[src/rtl/xlat_pkg.sv]
package xlat_pkg;

  localparam int RIGHTS_W = 3;

  typedef enum logic [1:0] {
    ACC_READ  = 2'd0,
    ACC_WRITE = 2'd1,
    ACC_EXEC  = 2'd2
  } acc_kind_e;

  // Rights bit 0 = read, 1 = write, 2 = execute; kind 3 is never allowed.
  function automatic logic rights_allow(input logic [RIGHTS_W-1:0] rights,
                                        input logic [1:0] kind);
    logic ok;
    case (kind)
      ACC_READ:  ok = rights[0];
      ACC_WRITE: ok = rights[1];
      ACC_EXEC:  ok = rights[2];
      default:   ok = 1'b0;
    endcase
    return ok;
  endfunction

endpackage

[src/rtl/xlat_match.sv]
module xlat_match #(
  parameter int ENTRIES = 16,
  parameter int VPN_W   = 20,
  localparam int IDX_W  = $clog2(ENTRIES)
) (
  input  logic [ENTRIES-1:0]            valid_vec,
  input  logic [ENTRIES-1:0][VPN_W-1:0] vpn_tbl,
  input  logic [VPN_W-1:0]              key,
  output logic [ENTRIES-1:0]            match_vec,
  output logic                          any_match,
  output logic [IDX_W-1:0]              match_idx
);

  for (genvar e = 0; e < ENTRIES; e++) begin : g_cmp
    assign match_vec[e] = valid_vec[e] && (vpn_tbl[e] == key);
  end

  assign any_match = |match_vec;

  always_comb begin
    match_idx = '0;
    for (int e = ENTRIES - 1; e >= 0; e--) begin
      if (match_vec[e]) match_idx = IDX_W'(e);
    end
  end

endmodule

[src/rtl/xlat_victim.sv]
module xlat_victim #(
  parameter int ENTRIES = 16,
  localparam int IDX_W  = $clog2(ENTRIES)
) (
  input  logic               clk,
  input  logic               rst_n,
  input  logic [ENTRIES-1:0] valid_vec,
  input  logic [ENTRIES-1:0] ref_vec,
  input  logic               advance,
  output logic [IDX_W-1:0]   victim_idx,
  output logic               use_rr
);

  logic [IDX_W-1:0] rr_ptr_q;
  logic             all_valid;
  logic             all_ref;

  function automatic logic [IDX_W-1:0] lowest_clear(input logic [ENTRIES-1:0] v);
    logic [IDX_W-1:0] idx;
    idx = '0;
    for (int e = ENTRIES - 1; e >= 0; e--) begin
      if (!v[e]) idx = IDX_W'(e);
    end
    return idx;
  endfunction

  assign all_valid = &valid_vec;
  assign all_ref   = &ref_vec;
  assign use_rr    = all_valid && all_ref;

  always_comb begin
    if (!all_valid)    victim_idx = lowest_clear(valid_vec);
    else if (!all_ref) victim_idx = lowest_clear(ref_vec);
    else               victim_idx = rr_ptr_q;
  end

  always_ff @(posedge clk or negedge rst_n) begin
    if (!rst_n) begin
      rr_ptr_q <= '0;
    end else if (advance) begin
      rr_ptr_q <= (rr_ptr_q == IDX_W'(ENTRIES - 1)) ? '0 : rr_ptr_q + 1'b1;
    end
  end

  assert_victim_free_R5: assert property (@(posedge clk) disable iff (!rst_n)
    !all_valid |-> !valid_vec[victim_idx]);

  assert_rr_saturated_R7: assert property (@(posedge clk) disable iff (!rst_n)
    advance |-> (&ref_vec && &valid_vec));

endmodule

[src/rtl/xlat_store.sv]
module xlat_store #(
  parameter int ENTRIES  = 16,
  parameter int VPN_W    = 20,
  parameter int PPN_W    = 20,
  parameter int RIGHTS_W = 3,
  localparam int IDX_W   = $clog2(ENTRIES)
) (
  input  logic                             clk,
  input  logic                             rst_n,
  input  logic                             inv_all,
  input  logic                             clr_ref,
  input  logic                             fill_we,
  input  logic [IDX_W-1:0]                 fill_idx,
  input  logic [VPN_W-1:0]                 fill_vpn,
  input  logic [PPN_W-1:0]                 fill_ppn,
  input  logic [RIGHTS_W-1:0]              fill_rights,
  input  logic                             touch_we,
  input  logic [IDX_W-1:0]                 touch_idx,
  input  logic                             touch_dirty,
  output logic [ENTRIES-1:0]               valid_vec,
  output logic [ENTRIES-1:0]               ref_vec,
  output logic [ENTRIES-1:0]               dirty_vec,
  output logic [ENTRIES-1:0][VPN_W-1:0]    vpn_tbl,
  output logic [ENTRIES-1:0][PPN_W-1:0]    ppn_tbl,
  output logic [ENTRIES-1:0][RIGHTS_W-1:0] rights_tbl
);

  logic [ENTRIES-1:0]               valid_q, ref_q, dirty_q;
  logic [ENTRIES-1:0][VPN_W-1:0]    vpn_q;
  logic [ENTRIES-1:0][PPN_W-1:0]    ppn_q;
  logic [ENTRIES-1:0][RIGHTS_W-1:0] rights_q;

  // Priority per entry: invalidate, then refill, then hit touch, then clear.
  always_ff @(posedge clk or negedge rst_n) begin
    if (!rst_n) begin
      valid_q  <= '0;
      ref_q    <= '0;
      dirty_q  <= '0;
      vpn_q    <= '0;
      ppn_q    <= '0;
      rights_q <= '0;
    end else begin
      for (int e = 0; e < ENTRIES; e++) begin
        if (inv_all) begin
          valid_q[e] <= 1'b0;
          ref_q[e]   <= 1'b0;
          dirty_q[e] <= 1'b0;
        end else if (fill_we && fill_idx == IDX_W'(e)) begin
          valid_q[e]  <= 1'b1;
          ref_q[e]    <= 1'b0;
          dirty_q[e]  <= 1'b0;
          vpn_q[e]    <= fill_vpn;
          ppn_q[e]    <= fill_ppn;
          rights_q[e] <= fill_rights;
        end else if (touch_we && touch_idx == IDX_W'(e)) begin
          ref_q[e] <= 1'b1;
          if (touch_dirty) dirty_q[e] <= 1'b1;
        end else if (clr_ref) begin
          ref_q[e] <= 1'b0;
        end
      end
    end
  end

  assign valid_vec  = valid_q;
  assign ref_vec    = ref_q;
  assign dirty_vec  = dirty_q;
  assign vpn_tbl    = vpn_q;
  assign ppn_tbl    = ppn_q;
  assign rights_tbl = rights_q;

  assert_inv_clears_R11: assert property (@(posedge clk) disable iff (!rst_n)
    inv_all |=> (valid_q == '0));

  assert_clear_ref_R10: assert property (@(posedge clk) disable iff (!rst_n)
    (clr_ref && !inv_all) |=> ($countones(ref_q) <= 1));

  assert_touch_sets_ref_R4: assert property (@(posedge clk) disable iff (!rst_n)
    (touch_we && !inv_all && !(fill_we && fill_idx == touch_idx)) |=> ref_q[$past(touch_idx)]);

endmodule

[src/rtl/xlat_buffer.sv]
module xlat_buffer #(
  parameter int ENTRIES  = 16,
  parameter int VPN_W    = 20,
  parameter int PPN_W    = 20,
  localparam int RIGHTS_W = xlat_pkg::RIGHTS_W,
  localparam int IDX_W    = $clog2(ENTRIES)
) (
  input  logic                clk,
  input  logic                rst_n,
  input  logic                lk_valid,
  input  logic [VPN_W-1:0]    lk_vpn,
  input  logic [1:0]          lk_kind,
  output logic                lk_hit,
  output logic                lk_miss,
  output logic                lk_fault,
  output logic [PPN_W-1:0]    lk_ppn,
  input  logic                fill_valid,
  input  logic [VPN_W-1:0]    fill_vpn,
  input  logic [PPN_W-1:0]    fill_ppn,
  input  logic [RIGHTS_W-1:0] fill_rights,
  input  logic                clr_ref,
  input  logic                inv_all,
  output logic                evict_valid,
  output logic [VPN_W-1:0]    evict_vpn,
  output logic                evict_dirty
);

  import xlat_pkg::*;

  logic [ENTRIES-1:0]               valid_vec, ref_vec, dirty_vec;
  logic [ENTRIES-1:0][VPN_W-1:0]    vpn_tbl;
  logic [ENTRIES-1:0][PPN_W-1:0]    ppn_tbl;
  logic [ENTRIES-1:0][RIGHTS_W-1:0] rights_tbl;

  logic [ENTRIES-1:0] lk_match_vec, fill_match_vec;
  logic               lk_any, fill_resident;
  logic [IDX_W-1:0]   lk_idx, fill_res_idx, victim_idx, fill_idx;
  logic               use_rr;

  // Named internal events
  logic lk_collide, lk_found, lk_allowed;
  logic touch_we, fill_accept, fill_new, evict_fire, rr_advance;

  xlat_match #(.ENTRIES(ENTRIES), .VPN_W(VPN_W)) u_lk_match (
    .valid_vec (valid_vec),
    .vpn_tbl   (vpn_tbl),
    .key       (lk_vpn),
    .match_vec (lk_match_vec),
    .any_match (lk_any),
    .match_idx (lk_idx)
  );

  xlat_match #(.ENTRIES(ENTRIES), .VPN_W(VPN_W)) u_fill_match (
    .valid_vec (valid_vec),
    .vpn_tbl   (vpn_tbl),
    .key       (fill_vpn),
    .match_vec (fill_match_vec),
    .any_match (fill_resident),
    .match_idx (fill_res_idx)
  );

  xlat_victim #(.ENTRIES(ENTRIES)) u_victim (
    .clk        (clk),
    .rst_n      (rst_n),
    .valid_vec  (valid_vec),
    .ref_vec    (ref_vec),
    .advance    (rr_advance),
    .victim_idx (victim_idx),
    .use_rr     (use_rr)
  );

  // Lookup path
  assign lk_collide = lk_valid && fill_valid && (lk_vpn == fill_vpn);
  assign lk_found   = lk_valid && lk_any && !lk_collide;
  assign lk_allowed = rights_allow(rights_tbl[lk_idx], lk_kind);
  assign lk_hit     = lk_found && lk_allowed;
  assign lk_fault   = lk_found && !lk_allowed;
  assign lk_miss    = lk_valid && !lk_found;
  assign lk_ppn     = lk_hit ? ppn_tbl[lk_idx] : '0;
  assign touch_we   = lk_hit && !inv_all;

  // Refill path
  assign fill_accept = fill_valid && !inv_all;
  assign fill_new    = fill_accept && !fill_resident;
  assign fill_idx    = fill_resident ? fill_res_idx : victim_idx;
  assign evict_fire  = fill_new && valid_vec[victim_idx];
  assign rr_advance  = fill_new && use_rr;

  xlat_store #(
    .ENTRIES(ENTRIES), .VPN_W(VPN_W), .PPN_W(PPN_W), .RIGHTS_W(RIGHTS_W)
  ) u_store (
    .clk         (clk),
    .rst_n       (rst_n),
    .inv_all     (inv_all),
    .clr_ref     (clr_ref),
    .fill_we     (fill_accept),
    .fill_idx    (fill_idx),
    .fill_vpn    (fill_vpn),
    .fill_ppn    (fill_ppn),
    .fill_rights (fill_rights),
    .touch_we    (touch_we),
    .touch_idx   (lk_idx),
    .touch_dirty (lk_kind == ACC_WRITE),
    .valid_vec   (valid_vec),
    .ref_vec     (ref_vec),
    .dirty_vec   (dirty_vec),
    .vpn_tbl     (vpn_tbl),
    .ppn_tbl     (ppn_tbl),
    .rights_tbl  (rights_tbl)
  );

  always_ff @(posedge clk or negedge rst_n) begin
    if (!rst_n) begin
      evict_valid <= 1'b0;
      evict_vpn   <= '0;
      evict_dirty <= 1'b0;
    end else begin
      evict_valid <= evict_fire;
      evict_vpn   <= evict_fire ? vpn_tbl[victim_idx] : '0;
      evict_dirty <= evict_fire && dirty_vec[victim_idx];
    end
  end

  assert_lookup_onehot_R3: assert property (@(posedge clk) disable iff (!rst_n)
    $onehot0({lk_hit, lk_miss, lk_fault}));

  assert_idle_quiet_R2: assert property (@(posedge clk) disable iff (!rst_n)
    !lk_valid |-> !(lk_hit || lk_miss || lk_fault));

  assert_collision_miss_R12: assert property (@(posedge clk) disable iff (!rst_n)
    (lk_valid && fill_valid && lk_vpn == fill_vpn) |-> (lk_miss && !lk_hit));

  assert_evict_after_fill_R8: assert property (@(posedge clk) disable iff (!rst_n)
    evict_valid |-> ($past(fill_valid) && !$past(inv_all)));

  assert_unique_map_R9: assert property (@(posedge clk) disable iff (!rst_n)
    $onehot0(lk_match_vec));

endmodule

[config.mk]
export PLATFORM = sky130hd
export DESIGN_NAME = xlat_buffer
export DESIGN_NICKNAME = d
export VERILOG_FILES = /design/src/rtl/xlat_pkg.sv /design/src/rtl/xlat_match.sv /design/src/rtl/xlat_victim.sv /design/src/rtl/xlat_store.sv /design/src/rtl/xlat_buffer.sv
export SDC_FILE = /design/constraint.sdc
export NUM_CORES = 2
export LEC_CHECK = 0
export CORE_MARGIN = 8
export CORE_UTILIZATION = 70
export DETAILED_ROUTE_END_ITERATION = 8
export DONT_BUFFER_PORTS = 1
export HOLD_SLACK_MARGIN = 0.02
export PLACE_DENSITY = 0.95
export SYNTH_ARGS = -nofsm -noshare
export SYNTH_HDL_FRONTEND = slang
export SYNTH_HIERARCHICAL = 1
export SYNTH_SLANG_ARGS = --single-unit
[constraint.sdc]
create_clock -name clk -period 10.1 [get_ports clk]
set_input_delay 1.515 -clock clk [delete_from_list [all_inputs] [get_ports clk]]
set_output_delay 1.515 -clock clk [all_outputs]
set_load 0.02 [all_outputs]
==> reports/qor.txt <==
Core Rows: 91
Tmin final: 8.01 ns
Setup Crit Path Kind: input port to output port
Switching power: 1.68 mW
Die X: 264 um
Pre-antenna DRT Iters: 8
Fin crit share: 79.3%
Initial antenna violation count: 13
Clk sinks: 762
Post-route cell area: 46,100 sq um
CTS tree: done
CTS H-tree lvls: 3
PortBufs: 0
Largest net degree at the start of global routing: 763
Vias per cell: 7.49
Number of global-route vias before repair: 31,200
Routed WL per cell: 36.1 um
GRT overflow: 0
Ports: 116
Post-CTS sizing: 0
Pins Over Slew Limit: 601
Fin nets: 3,218
Post-synth EDFFs: 0
Area of placed instances: 43,000 sq um
Crit. End Element: output port
First-pass GRT wire length: 212,000 um
Least-Margin Pin Slew: 4.19 ns
Status: finished, violations left
RSZ-0062 raised after global routing: false
Hold bufs inserted after CTS: 0
Initial Util: 70.4%
CP required: 8.59 ns
Slew HR: -179%
Synth cell types: 66
Routed vias: 30,000
Seq cells post-synth: 762
Die area: 69,800 sq um
Bufs on Longest Clock Path: 3
Hold WS: 0.503 ns
Clock Skews: 0.0401 ns
Share of power burned in registers: 45.4%
Non-Filler Instances: 4,003
Final setup TNS: 0 ns
Final Hold Viols: 0
Async S/R FF share, synth: 100%
Sequential fraction of the synthesis area: 44.2%
Syn. warnings: 6
CP top delay family: compound AO/OA/AOI/OAI gates
Multi-input logic area: 22,600 sq um
Switching share of total power: 23.3%
Root Buffer: clkbuf_16
Worst-path cell with the longest stage delay: o311a_4
Netlist Area Pre-Place: 43,100 sq um
Cell total after placement: 3,854
Avg Synthesized Cell Area: 13.1 sq um
Syn Nets: 3,372
Comb power frac: 7.4%
Leakage power: 20.3 nW
GP Congestion: 0.973
Setup Buffers After CTS: 0
Max incr delay on CP: 0.92 ns
Dominant synthesized flop cell: dfrtp_1
Worst-path cell chain: xor2_1, nor4_1, nand4_1, nor4_1, nor2_1, o21ai_0, o311a_4, mux2i_1, a2111oi_0, nand3_1, nand2_1, o31ai_4, buf_4, a211oi_1
CP most frequent cell: nor4_1
Final core occ: 75.3%
Detailed placement HPWL: 88,800 um
Hold Path Class: flop to flop
Failing checks: max-slew violations
Area Growth Syn to Fin: 7.05%
Maximum VDD drop: 0.000186 V
Final setup fails: 0
Clk Latency, worst-skew pair: 0.67 ns
CORE AREA: 61,300 sq um
Clock transition at path regs: 0.06 ns
Pwr dens: 157 nW/um^2
Highest clock rate: 0.125 GHz
WL final: 144,000 um
Register area: 19,100 sq um
P_int: 5.54 mW
Worst Setup Start Kind: input port
DRT antenna net count: 0
Share of cells above drive strength 1: 35.3%
Worst Path Arrival: 6.49 ns
Mapped Cells: 3,300
Fillers: 3,571
Die Span Y: 264 um
Crit path max fanout: 56
Number of CTS-inserted buffers: 80
Residual DRC: 0
Max Cap Violations: 0
GRT Total Usage: 40.9%
First DRT Iteration DRCs: 4,011
Clk network pwr share: 47.3%
Bufs and invs on worst path: 1
## power groups by stage
stage	Sequential (mW)	Combinational, mW	Clock (mW)
global placement	3.31	0.493	0
floorplan	3.27	0.499	0
finish	3.28	0.533	3.41
global route	3.28	0.560	3.53
CTS	3.27	0.523	3.42
detailed placement	3.32	0.509	0
## final timing paths
path / start / to / slack, ns / cells past startpoint
setup reg to reg: u_store/vpn_tbl[305]$_DFFE_PN0P_ / u_store/ppn_tbl[105]$_DFFE_PN0P_ / 3.92 / 12
max in group asynchronous: rst_n / u_store/ppn_tbl[284]$_DFFE_PN0P_ / 6.28 / 0
hold reg to reg: u_store/ppn_tbl[255]$_DFFE_PN0P_ / u_store/ppn_tbl[255]$_DFFE_PN0P_ / 0.50 / 1
min in group asynchronous: rst_n / u_store/vpn_tbl[39]$_DFFE_PN0P_ / 0.58 / 0
hold / removal: u_store/ppn_tbl[255]$_DFFE_PN0P_ / u_store/ppn_tbl[255]$_DFFE_PN0P_ / 0.50 / 1
setup / recovery: lk_vpn[6] / lk_ppn[19] / 2.09 / 14
## synth_stat cells, types with 21 or more instances
master    count  area (sq um)
buf_6        23           259
mux2i_1      41           410
buf_4        26           195
a21oi_1      48           240
xor2_1      212          1860
nor2_1       48           180
clkbuf_1     88           330
nand3_1      41           205
nor3_1       39           195
and3_1       25           156
mux4_2      192          4320
inv_1        29           109
nand4_1     115           719
nor4_1       74           463
nand2_1      45           169
dfrtp_1     762         19100
a211oi_1     22           165
xnor2_1     449          3930
buf_2       129           646
a211oi_2     21           263
mux2_2      693          7800
nor2b_1      53           332
## flip-flops by register name (all words and copies together) (netlist names), 4 cells and up
signal / cells
u_store/ppn_tbl: 320
u_store/ref_vec: 16
u_store/dirty_vec: 16
evict_vpn: 20
u_victim/rr_ptr_q: 4
u_store/valid_vec: 16
u_store/vpn_tbl: 320
u_store/rights_tbl: 48
## layout make-up
class | count | area share [%]
Antenna cell | 5 | 0.0271
Clock buffer | 98 | 4.77
Clock inverter | 46 | 1.91
Inverter | 29 | 0.236
Multi-Input combinational cell | 2238 | 49.0
Sequential cell | 762 | 41.3
Tap cell | 790 | 2.14
Timing Repair Buffer | 35 | 0.569
## cells in the final DEF, fill, tap and decap left out, types with 48 or more instances in the layout
cell,netlist,final
xnor2_1,449,449
xor2_1,212,212
a21oi_1,48,48
clkbuf_16,0,81
mux4_2,192,192
nand4_1,115,115
nor2b_1,53,53
dfrtp_1,762,762
nor4_1,74,74
mux2_2,693,693
## cells by family (layout without fill, tap and decap cells)
logic type | after synthesis | count (layout) | share of synthesized area [%]
xor+xnor | 661 | 661 | 13.4
other cells | 0 | 5 | 0
mux | 926 | 926 | 29.1
fa+ha+maj | 1 | 1 | 0.0290
compound gates | 157 | 157 | 2.68
flops | 762 | 762 | 44.2
simple gates | 493 | 493 | 6.91
buf+inv | 300 | 208 | 3.61
## routing by layer
| layer | vias up | part of all wire [%] | global-route usage (%) |
|---|---|---|---|
| met5 | - | 0.092 | 0 |
| met4 | 20 | 6.9 | 24.6 |
| met3 | 617 | 12 | 13.6 |
| met2 | 2248 | 45 | 61.2 |
| met1 | 15400 | 36 | 51.7 |
| li1 | 11700 | - | - |
## stage by stage
step / setup WS (ns) / power (mW)
final: 2.09 / 7.22
after global routing: 1.80 / 7.37
after CTS: 2.10 / 7.21
after detailed placement: 2.22 / 3.82
after global placement: 2.39 / 3.80
after floorplan: 3.60 / 3.76
No activity file was read; power rests on OpenSTA's default activity.
